<file path="config.mk">
export PLATFORM = sky130hd
export DESIGN_NAME = pin_edge_irq
export DESIGN_NICKNAME = d
export VERILOG_FILES = /design/src/rtl/pei_pkg.sv /design/src/rtl/pei_edge_cell.sv /design/src/rtl/pei_event_regs.sv /design/src/rtl/pei_reg_decode.sv /design/src/rtl/pin_edge_irq.sv
export SDC_FILE = /design/constraint.sdc
export NUM_CORES = 1
export LEC_CHECK = 0
export BUFFER_PORTS_ARGS = -buffer_cell sky130_fd_sc_hd__buf_4
export CORE_UTILIZATION = 55
export CTS_BUF_LIST = sky130_fd_sc_hd__clkbuf_8
export CTS_CLUSTER_SIZE = 40
export DETAILED_ROUTE_END_ITERATION = 6
export PLACE_DENSITY = 0.82
export SKIP_CTS_REPAIR_TIMING = 1
export SYNTH_ARGS = -nofsm -noshare
export SYNTH_HDL_FRONTEND = slang
export SYNTH_SLANG_ARGS = --single-unit
</file>
<file path="constraint.sdc">
create_clock -name clk -period 1.8 [get_ports clk]
set_input_delay 0.09 -clock clk [delete_from_list [all_inputs] [get_ports clk]]
set_output_delay 0.09 -clock clk [all_outputs]
set_load 0.01 [all_outputs]
</file>
<file path="src/rtl/pei_pkg.sv">
package pei_pkg;

  typedef enum logic [1:0] {
    EDGE_OFF  = 2'b00,
    EDGE_FALL = 2'b01,
    EDGE_RISE = 2'b10,
    EDGE_BOTH = 2'b11
  } edge_sel_e;

  // Bit 1 of the code arms rising edges, bit 0 arms falling edges.
  function automatic logic edge_hit(input edge_sel_e sel, input logic prev, input logic cur);
    logic rise;
    logic fall;
    rise = ~prev & cur;
    fall = prev & ~cur;
    return (sel[1] & rise) | (sel[0] & fall);
  endfunction

endpackage

</file>
<file path="src/rtl/pei_edge_cell.sv">
module pei_edge_cell
  import pei_pkg::*;
(
  input  logic       clk,
  input  logic       rst_n,
  input  logic       lvl_i,
  input  logic       cfg_we_i,
  input  logic [1:0] cfg_wdata_i,
  output logic [1:0] cfg_o,
  output logic       evt_o
);

  logic      prev_q;
  logic      prev_d;
  edge_sel_e sel_q;
  edge_sel_e sel_d;

  always_comb begin
    prev_d = lvl_i;
    sel_d  = sel_q;
    if (cfg_we_i) begin
      sel_d = edge_sel_e'(cfg_wdata_i);
    end
  end

  always_ff @(posedge clk or negedge rst_n) begin
    if (!rst_n) begin
      prev_q <= 1'b0;
      sel_q  <= EDGE_OFF;
    end else begin
      prev_q <= prev_d;
      sel_q  <= sel_d;
    end
  end

  assign evt_o = edge_hit(sel_q, prev_q, lvl_i);
  assign cfg_o = sel_q;

endmodule

</file>
<file path="src/rtl/pei_event_regs.sv">
module pei_event_regs #(
  parameter int NUM_PINS = 13,
  parameter int G0_PINS  = 7
) (
  input  logic                clk,
  input  logic                rst_n,
  input  logic [NUM_PINS-1:0] evt_i,
  input  logic [1:0]          stat_wr_i,
  input  logic [1:0]          mask_wr_i,
  input  logic [7:0]          wdata_i,
  output logic [NUM_PINS-1:0] stat_o,
  output logic [NUM_PINS-1:0] mask_o,
  output logic                irq_o
);

  logic [NUM_PINS-1:0] stat_q;
  logic [NUM_PINS-1:0] stat_d;
  logic [NUM_PINS-1:0] mask_q;
  logic [NUM_PINS-1:0] mask_d;

  for (genvar i = 0; i < NUM_PINS; i++) begin : g_bit
    localparam int GRP = (i < G0_PINS) ? 0 : 1;
    localparam int LB  = (i < G0_PINS) ? i : i - G0_PINS;

    logic clr;
    assign clr = stat_wr_i[GRP] & wdata_i[LB];

    always_comb begin
      // A new event takes priority over a clear of the same bit.
      stat_d[i] = evt_i[i] | (stat_q[i] & ~clr);
      mask_d[i] = mask_wr_i[GRP] ? wdata_i[LB] : mask_q[i];
    end
  end

  always_ff @(posedge clk or negedge rst_n) begin
    if (!rst_n) begin
      stat_q <= '0;
      mask_q <= '1;
    end else begin
      stat_q <= stat_d;
      mask_q <= mask_d;
    end
  end

  assign stat_o = stat_q;
  assign mask_o = mask_q;
  assign irq_o  = |(stat_q & ~mask_q);

endmodule

</file>
<file path="src/rtl/pei_reg_decode.sv">
module pei_reg_decode #(
  parameter int         NUM_PINS  = 13,
  parameter int         G0_PINS   = 7,
  parameter logic [7:0] STAT_ADDR = 8'h00,
  parameter logic [7:0] MASK_ADDR = 8'h02,
  parameter logic [7:0] CFG_ADDR  = 8'h10
) (
  input  logic [7:0]              addr_i,
  input  logic                    we_i,
  input  logic [NUM_PINS-1:0]     stat_i,
  input  logic [NUM_PINS-1:0]     mask_i,
  input  logic [NUM_PINS-1:0][1:0] cfg_i,
  input  logic [NUM_PINS-1:0]     lvl_i,
  output logic [1:0]              stat_wr_o,
  output logic [1:0]              mask_wr_o,
  output logic [NUM_PINS-1:0]     cfg_we_o,
  output logic [7:0]              rdata_o
);

  localparam int G1_PINS = NUM_PINS - G0_PINS;

  logic [7:0] stat_b0;
  logic [7:0] stat_b1;
  logic [7:0] mask_b0;
  logic [7:0] mask_b1;

  always_comb begin
    stat_b0 = '0;
    stat_b1 = '0;
    mask_b0 = '0;
    mask_b1 = '0;
    stat_b0[G0_PINS-1:0] = stat_i[G0_PINS-1:0];
    mask_b0[G0_PINS-1:0] = mask_i[G0_PINS-1:0];
    stat_b1[G1_PINS-1:0] = stat_i[NUM_PINS-1:G0_PINS];
    mask_b1[G1_PINS-1:0] = mask_i[NUM_PINS-1:G0_PINS];
  end

  always_comb begin
    stat_wr_o[0] = we_i & (addr_i == STAT_ADDR);
    stat_wr_o[1] = we_i & (addr_i == STAT_ADDR + 8'd1);
    mask_wr_o[0] = we_i & (addr_i == MASK_ADDR);
    mask_wr_o[1] = we_i & (addr_i == MASK_ADDR + 8'd1);
    for (int n = 0; n < NUM_PINS; n++) begin
      cfg_we_o[n] = we_i & (addr_i == CFG_ADDR + 8'(n));
    end
  end

  always_comb begin
    rdata_o = '0;
    if (addr_i == STAT_ADDR)              rdata_o = stat_b0;
    else if (addr_i == STAT_ADDR + 8'd1)  rdata_o = stat_b1;
    else if (addr_i == MASK_ADDR)         rdata_o = mask_b0;
    else if (addr_i == MASK_ADDR + 8'd1)  rdata_o = mask_b1;
    else begin
      for (int n = 0; n < NUM_PINS; n++) begin
        if (addr_i == CFG_ADDR + 8'(n)) begin
          rdata_o = {5'b0, cfg_i[n], lvl_i[n]};
        end
      end
    end
  end

endmodule

</file>
<file path="src/rtl/pin_edge_irq.sv">
module pin_edge_irq #(
  parameter int         NUM_PINS  = 13,
  parameter int         G0_PINS   = 7,
  parameter logic [7:0] STAT_ADDR = 8'h00,
  parameter logic [7:0] MASK_ADDR = 8'h02,
  parameter logic [7:0] CFG_ADDR  = 8'h10
) (
  input  logic                clk,
  input  logic                rst_n,
  input  logic [NUM_PINS-1:0] pin_lvl_i,
  input  logic [7:0]          bus_addr_i,
  input  logic                bus_we_i,
  input  logic [7:0]          bus_wdata_i,
  output logic [7:0]          bus_rdata_o,
  output logic                irq_o
);

  logic [NUM_PINS-1:0]      evt;
  logic [NUM_PINS-1:0]      stat_q;
  logic [NUM_PINS-1:0]      mask_q;
  logic [NUM_PINS-1:0][1:0] cfg;
  logic [NUM_PINS-1:0]      cfg_we;
  logic [1:0]               stat_wr;
  logic [1:0]               mask_wr;

  for (genvar n = 0; n < NUM_PINS; n++) begin : g_pin
    pei_edge_cell u_cell (
      .clk         (clk),
      .rst_n       (rst_n),
      .lvl_i       (pin_lvl_i[n]),
      .cfg_we_i    (cfg_we[n]),
      .cfg_wdata_i (bus_wdata_i[2:1]),
      .cfg_o       (cfg[n]),
      .evt_o       (evt[n])
    );
  end

  pei_event_regs #(
    .NUM_PINS (NUM_PINS),
    .G0_PINS  (G0_PINS)
  ) u_regs (
    .clk       (clk),
    .rst_n     (rst_n),
    .evt_i     (evt),
    .stat_wr_i (stat_wr),
    .mask_wr_i (mask_wr),
    .wdata_i   (bus_wdata_i),
    .stat_o    (stat_q),
    .mask_o    (mask_q),
    .irq_o     (irq_o)
  );

  pei_reg_decode #(
    .NUM_PINS  (NUM_PINS),
    .G0_PINS   (G0_PINS),
    .STAT_ADDR (STAT_ADDR),
    .MASK_ADDR (MASK_ADDR),
    .CFG_ADDR  (CFG_ADDR)
  ) u_dec (
    .addr_i    (bus_addr_i),
    .we_i      (bus_we_i),
    .stat_i    (stat_q),
    .mask_i    (mask_q),
    .cfg_i     (cfg),
    .lvl_i     (pin_lvl_i),
    .stat_wr_o (stat_wr),
    .mask_wr_o (mask_wr),
    .cfg_we_o  (cfg_we),
    .rdata_o   (bus_rdata_o)
  );

endmodule

</file>
==> impl_metrics.toml, run 1 <==
[sta]
setup-tns-final_ns = -0.227
maxSlewViolCount = 0
worst_slew_pin_slew_ns = 0.795
timing.fmax_ghz = 0.515
fin_worst_skew_ns = 0.0132
max_slew_margin_pct = 47.0
rsz0062_at_grt = "yes"
min_period_ns = 1.94
whs_ns = 0.0149
finalCritPeriodShare_pct = 108
setup_violations = 3
fin_ws_ns = -0.140
finalHoldViolCount = 0

[routing]
routedWlPerCell_microns = 20.0
vias_per_cell = 6.29
initialDrtViolationCount = 192
drt_drc_violations_left = 0
drtAntennaViolNets = 0
first_pass_iters = 6
drt-total-wl_mm = 9.51
vias = 2986

[global_route]
grt_pass1_wl_mm = 14.4
grt-ovfl-total = 0
grt_max_degree = 66
grt_usage_pct = 30.6
antenna_found_initial = 0
grt_pass1_vias = 2867

[yosys]
synth_area_sq_um = 3450
yosysSeqAreaShare_pct = 47.6
avgSynthCellArea_sq_um = 10.7
yosysWarningCount = 0
syn_nets = 355
netlist_instances = 323
synth.distinct_cells = 49
ys_ff_latch = 65

[placed_design]
gp_congestion = 0.964
dpl.hpwl_mm = 6.64
dp_cells = 444
dpl_cell_area_sq_um = 3930
port_buffers = 38

[clocking]
path_clk_slew_ns = 0.07
tritoncts = "done"
clk_root_buffer_cell = "clkbuf_8"
cts_sinks = 65
worstSkewPairLatency_ns = 0.36
htree_levels = 3
clk_path_buf_depth = 2
numCtsBuffers = 9

[final_layout]
finalCoreUtilization_pct = 72.1
drive_above_1_share_pct = 38.0
area_growth_pct = 25.0
final_area_sq_um = 4320
nNetsFinal = 427
nFillCells = 431
final_cells = 475
antenna_cells = 0

[run_status]
violations = "setup timing"
outcome = "finished with violations"

[floorplanning]
row_count = 28
io_pins = 41
initial_core_util_pct = 57.7
fp.dieW_microns = 81.3
die_h_microns = 81.3
core_sq_um = 5990
dieArea_sq_um = 6600

[critical_path]
cpLargestDelayFamily = "multiplexers"
max_stage_delay_ns = 0.50
cp_max_fo = 3
cp-end-kind = "output port"
critPathLaunchType = "flop"
worstPathRequired_ns = 1.71
arrival_ns = 1.85
path_class = "flop to output port"
crit_slowest_cell = "mux4_2"
path_cells = "mux4_2 > a32o_2 > o22ai_4 > a21oi_2 > buf_4"
path_buf_inv = 1

[worst_hold_path]
hold_path.class = "input pin to flop"

[power]
p_leak_nw = 1.91
peakVddDrop_v = 0.000569
p_per_area_nw_per_um2 = 846

[flow_run]
maxCapViolCount = 0
-- kinds of logic after synthesis --
group	synth area share [%]
flops	47.6
mux	20.1
compound gates	10.8
simple gates	17.5
buf+inv	4.02
other cells	0.109
-- per-stage QoR --
stage | worst slack (ns) | total power (W)
floorplan | 0.0606 | 0.00216
global placement | -0.104 | 0.00242
detailed placement | -0.161 | 0.00245
CTS | -0.239 | 0.00360
global route | -0.183 | 0.00379
finish | -0.140 | 0.00366
-- placed cells by master (no fill, tap or decap), types with 2 or more instances in the layout --
cell type	synthesis	routed
nand3_1	7	6
nor2b_1	4	4
mux4_2	7	7
or3_1	3	2
dlygate4sd3_1	0	15
dfrtp_1	52	52
nor2_1	20	20
o21ai_0	5	4
mux2i_1	4	4
mux2_4	6	6
a21oi_2	0	2
mux2_2	36	36
nor3_1	4	3
clkbuf_8	0	9
dfstp_2	13	13
nand2b_1	5	5
a32o_2	0	2
a21oi_1	6	4
buf_4	1	60
or2_2	2	2
inv_1	16	19
and2_1	3	3
nand3b_1	13	13
nand2_1	51	51
or4_4	1	2
nor4_1	3	3
clkinv_2	0	3
o211ai_1	15	15
o22ai_1	9	8
-- final timing paths --
| check | from | endpoint | slack, ns | cells after the start |
|---|---|---|---|---|
| setup / recovery | g_pin[3].u_cell.cfg_o[1] | bus_rdata_o[2] | -0.14 | 5 |
| hold / removal | bus_wdata_i[3] | u_regs.mask_o[10] | 0.01 | 2 |
| setup reg to reg | g_pin[6].u_cell.cfg_o[0] | g_pin[6].u_cell.cfg_o[0] | 0.99 | 1 |
| hold reg to reg | g_pin[6].u_cell.prev_q | u_regs.stat_o[6] | 0.47 | 1 |
| max in group asynchronous | rst_n | g_pin[5].u_cell.prev_q | 0.91 | 2 |
| min in group asynchronous | rst_n | u_regs.stat_o[3] | 0.37 | 2 |
-- registers in the layout, indices dropped and copies added, names as in the netlist --
| register | flops |
|---|---|
| u_regs.stat_o | 13 |
| u_regs.mask_o | 13 |
| g_pin.u_cell.cfg_o | 26 |
| g_pin.u_cell.prev_q | 13 |
-- layer usage --
| layer | GRT usage, % | wire, microns |
|---|---|---|
| met4 | 15.7 | 282 |
| met1 | 39.1 | 3940 |
| met5 | 2.50 | 0 |
| met3 | 5.51 | 662 |
| met2 | 49.6 | 4620 |
-- synth_stat cells, drive strengths merged --
library cell,count,share of area (%)
a21oi,6,0.87
nand2,51,5.5
nand3,7,1.0
a221o,1,0.29
a222oi,1,0.29
o2bb2ai,1,0.25
or4b,1,0.29
o32a,1,0.29
nand2b,5,0.91
or2,3,0.54
and2,3,0.54
mux2,42,14
a22oi,1,0.22
buf,7,1.4
mux2i,4,1.2
nor3,4,0.58
mux4,7,4.6
nor4,3,0.54
clkbuf,8,0.87
conb,1,0.11
dfstp,13,9.9
a32o,2,0.58
a2bb2oi,1,0.25
or3,3,0.54
dfrtp,52,38
a221oi,1,0.25
inv,16,1.7
nand3b,13,2.8
o2111ai,1,0.25
or4,2,0.54
a31oi,1,0.18
o21ai,5,0.72
nor2,20,2.2
a32oi,1,0.25
o211ai,15,3.3
o21a,1,0.22
o221ai,1,0.25
o22ai,9,1.6
o32ai,2,0.51
nor4b,2,0.69
a211oi,1,0.22
nor2b,4,0.72
-- report_power, final --
group | internal (W) | switching (W)
Clock | 0.000617 | 0.000552
Combinational | 0.000330 | 0.000327
Sequential | 0.00165 | 0.000182
-- layout make-up --
cell class | count | area, sq um | share of cell area [%]
clock buffers | 9 | 124 | 2.87
flip-flops and latches | 65 | 1640 | 38.0
inverters | 16 | 60.1 | 1.39
multi-input cells | 227 | 1730 | 40.1
clock inverters | 7 | 56.3 | 1.30
well taps | 75 | 93.8 | 2.17
repair buffers | 76 | 612 | 14.2
(Power assumes the default switching activity.)
==> inputs of run 2 (changes only) <==
--- a/config.mk
+++ b/config.mk
@@ -10,6 +10,7 @@
 export CTS_BUF_LIST = sky130_fd_sc_hd__clkbuf_8
 export CTS_CLUSTER_SIZE = 40
 export DETAILED_ROUTE_END_ITERATION = 6
+export MAX_ROUTING_LAYER = met4
 export PLACE_DENSITY = 0.82
 export SKIP_CTS_REPAIR_TIMING = 1
 export SYNTH_ARGS = -nofsm -noshare
==> run 2 against run 1 <==
- the flow still finishes with violations (setup timing)
- utilization decreased by 0.69 points
- global-route usage decreased by 0.10 points
- clock skew decreased by 0.0047 ns
- worst hold slack improved by 0.0022 ns
- sequential power about the same
- sequential share of layout area increased by 0.37 points
- final cell count decreased by 0.42%
- non-clock buffer count decreased by 2
- setup slack improved by 0.024 ns
- critical path depth unchanged
- flip-flop and latch count unchanged
- fmax increased by 1.2%
- critical path type unchanged
- critical endpoint unchanged
==> impl_metrics.toml, run 2 (synthesis gave the netlist of run 1 again) <==
[critical_path]
worstPathRequired_ns = 1.71
cp_max_fo = 3
cp-end-kind = "output port"
path_class = "flop to output port"
arrival_ns = 1.83
critPathLaunchType = "flop"

[final_layout]
drive_above_1_share_pct = 37.2
area_growth_pct = 23.8
nNetsFinal = 425
final_cell_mix = "58 x buf_4, 52 x dfrtp_1, 51 x nand2_1, 36 x mux2_2, 19 x inv_1"
nFillCells = 426
largest_reg_flops = 26
final_cells = 473
antenna_cells = 0
layout_commonest_cell = "buf_4"
finalCoreUtilization_pct = 71.4
seqCellArea_sq_um = 1640
multi_input_area_sq_um = 1720

[power]
p_per_area_nw_per_um2 = 825
p_clk_share_pct = 30.1
pwr-share-comb_pct = 18.1
internal_power_w = 0.00249
peakVddDrop_v = 0.000685
p_sw_share_pct = 29.4
power.switching_w = 0.00104
sequentialPowerShare_pct = 51.8
p_leak_nw = 1.88

[placed_design]
place_ws_ns = -0.137
gp_congestion = 0.973
dp_cells = 442
dpl.hpwl_mm = 6.39
port_buffers = 38

[sta]
min_period_ns = 1.92
max_slew_margin_pct = 46.8
rsz0062_at_grt = "yes"
fin_ws_ns = -0.116
setup_violations = 2
fin_worst_skew_ns = 0.00847
timing.fmax_ghz = 0.522
setup-tns-final_ns = -0.120
finalCritPeriodShare_pct = 106
whs_ns = 0.0171
worst_slew_pin_slew_ns = 0.797
finalHoldViolCount = 0
maxSlewViolCount = 0

[floorplanning]
dieArea_sq_um = 6600
initial_core_util_pct = 57.7
core_sq_um = 5990
fp.dieW_microns = 81.3
io_pins = 41
row_count = 28
die_h_microns = 81.3

[run_status]
outcome = "finished with violations"
violations = "setup timing"

[clocking]
worstSkewPairLatency_ns = 0.35
numCtsBuffers = 9
cts_sinks = 65
clk_path_buf_depth = 2
tritoncts = "done"
path_clk_slew_ns = 0.07
clk_root_buffer_cell = "clkbuf_8"
htree_levels = 3

[routing]
vias = 2847
initialDrtViolationCount = 273
vias_per_cell = 6.02
drt_drc_violations_left = 0
first_pass_iters = 6
drt-total-wl_mm = 8.92
drtAntennaViolNets = 0
routedWlPerCell_microns = 18.9

[flow_run]
maxCapViolCount = 0

[global_route]
grt_pass1_wl_mm = 14.0
antenna_found_initial = 0
grt-ovfl-total = 0
grt_usage_pct = 30.5
grt_pass1_vias = 2751
grt_max_degree = 66

[worst_hold_path]
hold_path.class = "input pin to flop"
==> run 2: changes by cell type in the layout (fill, tap and decap cells not counted), sizes merged <==
cell	previous run	this run
clkinv	3	2
bufinv	1	0
buf	61	59
clkbuf	9	10
clkinvlp	0	1
==> run 2: critical path: stages (launching register included) <==
cell     delay (ns)
dfrtp_1        0.40
mux4_2         0.49
a32o_1         0.23
o22ai_2        0.12
a21oi_2        0.09
buf_4          0.15
==> run 2: through the flow <==
step           total power [W]  cell area (sq um)
2_1_floorplan          0.00216               3450
3_3_place_gp           0.00242               3910
3_5_place_dp           0.00245               3910
4_1_cts                0.00349               4080
5_1_grt                0.00367               4280
6_report               0.00353               4280
==> run 2: final cells by class <==
cell class / instances / area share [%]
clock inverter: 6 / 0.673
multi-input combinational: 227 / 40.2
inverter: 16 / 1.40
sequential: 65 / 38.4
timing repair buffer: 74 / 14.0
clock buffer: 10 / 3.22
tap: 75 / 2.19
==> run 2: power by group through the flow <==
| stage | clock (W) | combinational (W) | sequential (W) |
|---|---|---|---|
| 2_1_floorplan | 0 | 0.000395 | 0.00176 |
| 3_3_place_gp | 0 | 0.000586 | 0.00183 |
| 3_5_place_dp | 0 | 0.000601 | 0.00184 |
| 4_1_cts | 0.00107 | 0.000604 | 0.00182 |
| 5_1_grt | 0.00112 | 0.000702 | 0.00184 |
| 6_report | 0.00106 | 0.000638 | 0.00183 |
==> run 2: final timing paths <==
kind	to	cells past startpoint	slack [ns]	start
max	bus_rdata_o[2]	5	-0.12	g_pin[3].u_cell.cfg_o[1]
max reg2reg	g_pin[6].u_cell.cfg_o[0]	1	0.99	g_pin[6].u_cell.cfg_o[0]
min	u_regs.mask_o[7]	2	0.02	bus_wdata_i[0]
min in group asynchronous	u_regs.stat_o[3]	2	0.38	rst_n
max in group asynchronous	g_pin[4].u_cell.cfg_o[0]	2	0.90	rst_n
min reg2reg	u_regs.stat_o[6]	1	0.46	g_pin[6].u_cell.prev_q
==> run 2: layer usage <==
metal | up-vias | wire [microns] | track usage (%)
met5 | - | 0 | -
met4 | 0 | 231 | 14.6
met3 | 24 | 572 | 6.07
met2 | 135 | 4300 | 48.2
met1 | 1380 | 3810 | 37.6
li1 | 1308 | - | -
==> inputs of run 3 (changes only) <==
--- a/config.mk
+++ b/config.mk
@@ -6,12 +6,14 @@
 export NUM_CORES = 1
 export LEC_CHECK = 0
 export BUFFER_PORTS_ARGS = -buffer_cell sky130_fd_sc_hd__buf_4
-export CORE_UTILIZATION = 55
+export CELL_PAD_IN_SITES_DETAIL_PLACEMENT = 1
+export CELL_PAD_IN_SITES_GLOBAL_PLACEMENT = 1
+export CORE_UTILIZATION = 48
 export CTS_BUF_LIST = sky130_fd_sc_hd__clkbuf_8
 export CTS_CLUSTER_SIZE = 40
 export DETAILED_ROUTE_END_ITERATION = 6
 export MAX_ROUTING_LAYER = met4
-export PLACE_DENSITY = 0.82
+export PLACE_DENSITY = 0.89
 export SKIP_CTS_REPAIR_TIMING = 1
 export SYNTH_ARGS = -nofsm -noshare
 export SYNTH_HDL_FRONTEND = slang
==> run 3 against run 2 <==
- first-iteration DRC count up 8.4%
- largest power group unchanged
- the flow still finishes with violations (setup timing)
- critical endpoint unchanged
- setup slack worse by 0.12 ns
- fmax down 6.0%
==> impl_metrics.toml, run 3 (synthesis gave the netlist of run 1 again) <==
[power]
sequentialPowerShare_pct = 51.3
pwr-share-comb_pct = 19.6
power.switching_w = 0.00116
peakVddDrop_v = 0.000553
internal_power_w = 0.00246
p_per_area_nw_per_um2 = 836
p_clk_share_pct = 29.1
p_sw_share_pct = 32.1
p_leak_nw = 1.90

[routing]
met2_length_mm = 6.02
routedWlPerCell_microns = 24.7
first_pass_iters = 5
drt-total-wl_mm = 12.3
highest_layer = "met4"
drt_drc_violations_left = 0
wl_met1_mm = 4.63
route.met3.wl_microns = 880
vias_per_cell = 6.32
vias = 3135
initialDrtViolationCount = 296
drtAntennaViolNets = 0

[clocking]
clk_path_buf_depth = 2
clk_root_buffer_cell = "clkbuf_8"
numCtsBuffers = 9
cts_sinks = 65
path_clk_slew_ns = 0.07
htree_levels = 3
tritoncts = "done"
worstSkewPairLatency_ns = 0.35

[sta]
finalHoldViolCount = 0
timing.fmax_ghz = 0.491
setup_violations = 3
rsz0062_at_grt = "yes"
worst_slew_pin_slew_ns = 0.851
finalCritPeriodShare_pct = 113
fin_worst_skew_ns = 0.0101
fin_ws_ns = -0.237
max_slew_margin_pct = 43.3
min_period_ns = 2.04
maxSlewViolCount = 0

[critical_path]
critPathLaunchType = "flop"
cp-end-kind = "output port"
path_cells = "mux2_2 > o22ai_2 > nor2_1 > nor3_2 > a21oi_2 > buf_4"
path_buf_inv = 1
cp_max_fo = 3
cpLargestDelayFamily = "flip-flops"
path_class = "flop to output port"
worstPathRequired_ns = 1.71
arrival_ns = 1.95
crit_slowest_cell = "dfrtp_1"
max_stage_delay_ns = 0.47

[floorplanning]
die_h_microns = 86.8
io_pins = 41
initial_core_util_pct = 50.3
dieArea_sq_um = 7540
row_count = 30
fp.dieW_microns = 86.8
core_sq_um = 6870

[final_layout]
layout_commonest_cell = "buf_4"
nNetsFinal = 427
largest_reg_flops = 26
nFillCells = 758
antenna_cells = 0
finalCoreUtilization_pct = 63.0
final_cell_mix = "60 x buf_4, 52 x dfrtp_1, 50 x nand2_1, 36 x mux2_2, 19 x inv_1"
area_growth_pct = 25.3
final_cells = 496
drive_above_1_share_pct = 38.5

[placed_design]
gp_congestion = 1.06
dpl.hpwl_mm = 7.82
dp_cells = 463
place_ws_ns = -0.226
port_buffers = 38

[global_route]
antenna_found_initial = 0
grt_max_degree = 66
grt_usage_pct = 32.1
grt-ovfl-total = 0
grt_pass1_vias = 3172
grt_pass1_wl_mm = 17.1

[worst_hold_path]
hold_path.class = "input pin to flop"

[flow_run]
maxCapViolCount = 0

[run_status]
outcome = "finished with violations"
violations = "setup timing"
## run 3: worst reg2reg max path: stages (launching register included)
cell and delay, ns:
dfrtp_1 0.41, buf_4 0.14, mux2_2 0.25
## run 3: layer usage
metal	GRT usage [%]	up-vias
met2	51.1	200
met1	39.4	1556
met5	-	-
met3	5.62	68
met4	15.9	0
li1	-	1311
## run 3: per-stage QoR
stage / hold slack (ns) / power (W) / setup TNS, ns / instance area [sq um]
global placement: 0.222 / 0.00243 / -2.28 / 3950
floorplan: -0.206 / 0.00216 / 0 / 3450
detailed placement: 0.227 / 0.00249 / -3.45 / 3950
global route: 0.000971 / 0.00377 / -0.535 / 4330
CTS: -0.128 / 0.00353 / -0.568 / 4110
finish: 0.00503 / 0.00362 / -0.463 / 4330
## run 3: worst paths after layout
| kind | to | slack [ns] | cells after the start | from |
|---|---|---|---|---|
| setup reg to reg | g_pin[2].u_cell.cfg_o[1] | 0.89 | 2 | g_pin[2].u_cell.cfg_o[1] |
| setup / recovery | bus_rdata_o[2] | -0.24 | 6 | u_regs.stat_o[9] |
| hold / removal | u_regs.mask_o[6] | 0.005 | 2 | bus_wdata_i[6] |
| hold reg to reg | u_regs.stat_o[9] | 0.48 | 1 | g_pin[9].u_cell.prev_q |
| min in group asynchronous | u_regs.stat_o[1] | 0.37 | 2 | rst_n |
| max in group asynchronous | g_pin[3].u_cell.cfg_o[0] | 0.84 | 2 | rst_n |
## run 3: cell type report
class                           count  area (sq um)  share of cell area (%)
Clock buffer                        9           124                    2.86
Clock inverter                      7          33.8                   0.780
Inverter                           16          60.1                    1.39
Multi-Input combinational cell    227          1730                    39.9
Sequential cell                    65          1640                    37.9
Tap cell                           96           120                    2.77
Timing Repair Buffer               76           622                    14.4
## run 3: power groups by stage
stage	sequential, W	clock, W	combinational [W]
floorplan	0.00176	0	0.000395
global placement	0.00184	0	0.000589
detailed placement	0.00186	0	0.000631
CTS	0.00184	0.00105	0.000641
global route	0.00187	0.00113	0.000767
finish	0.00186	0.00105	0.000711
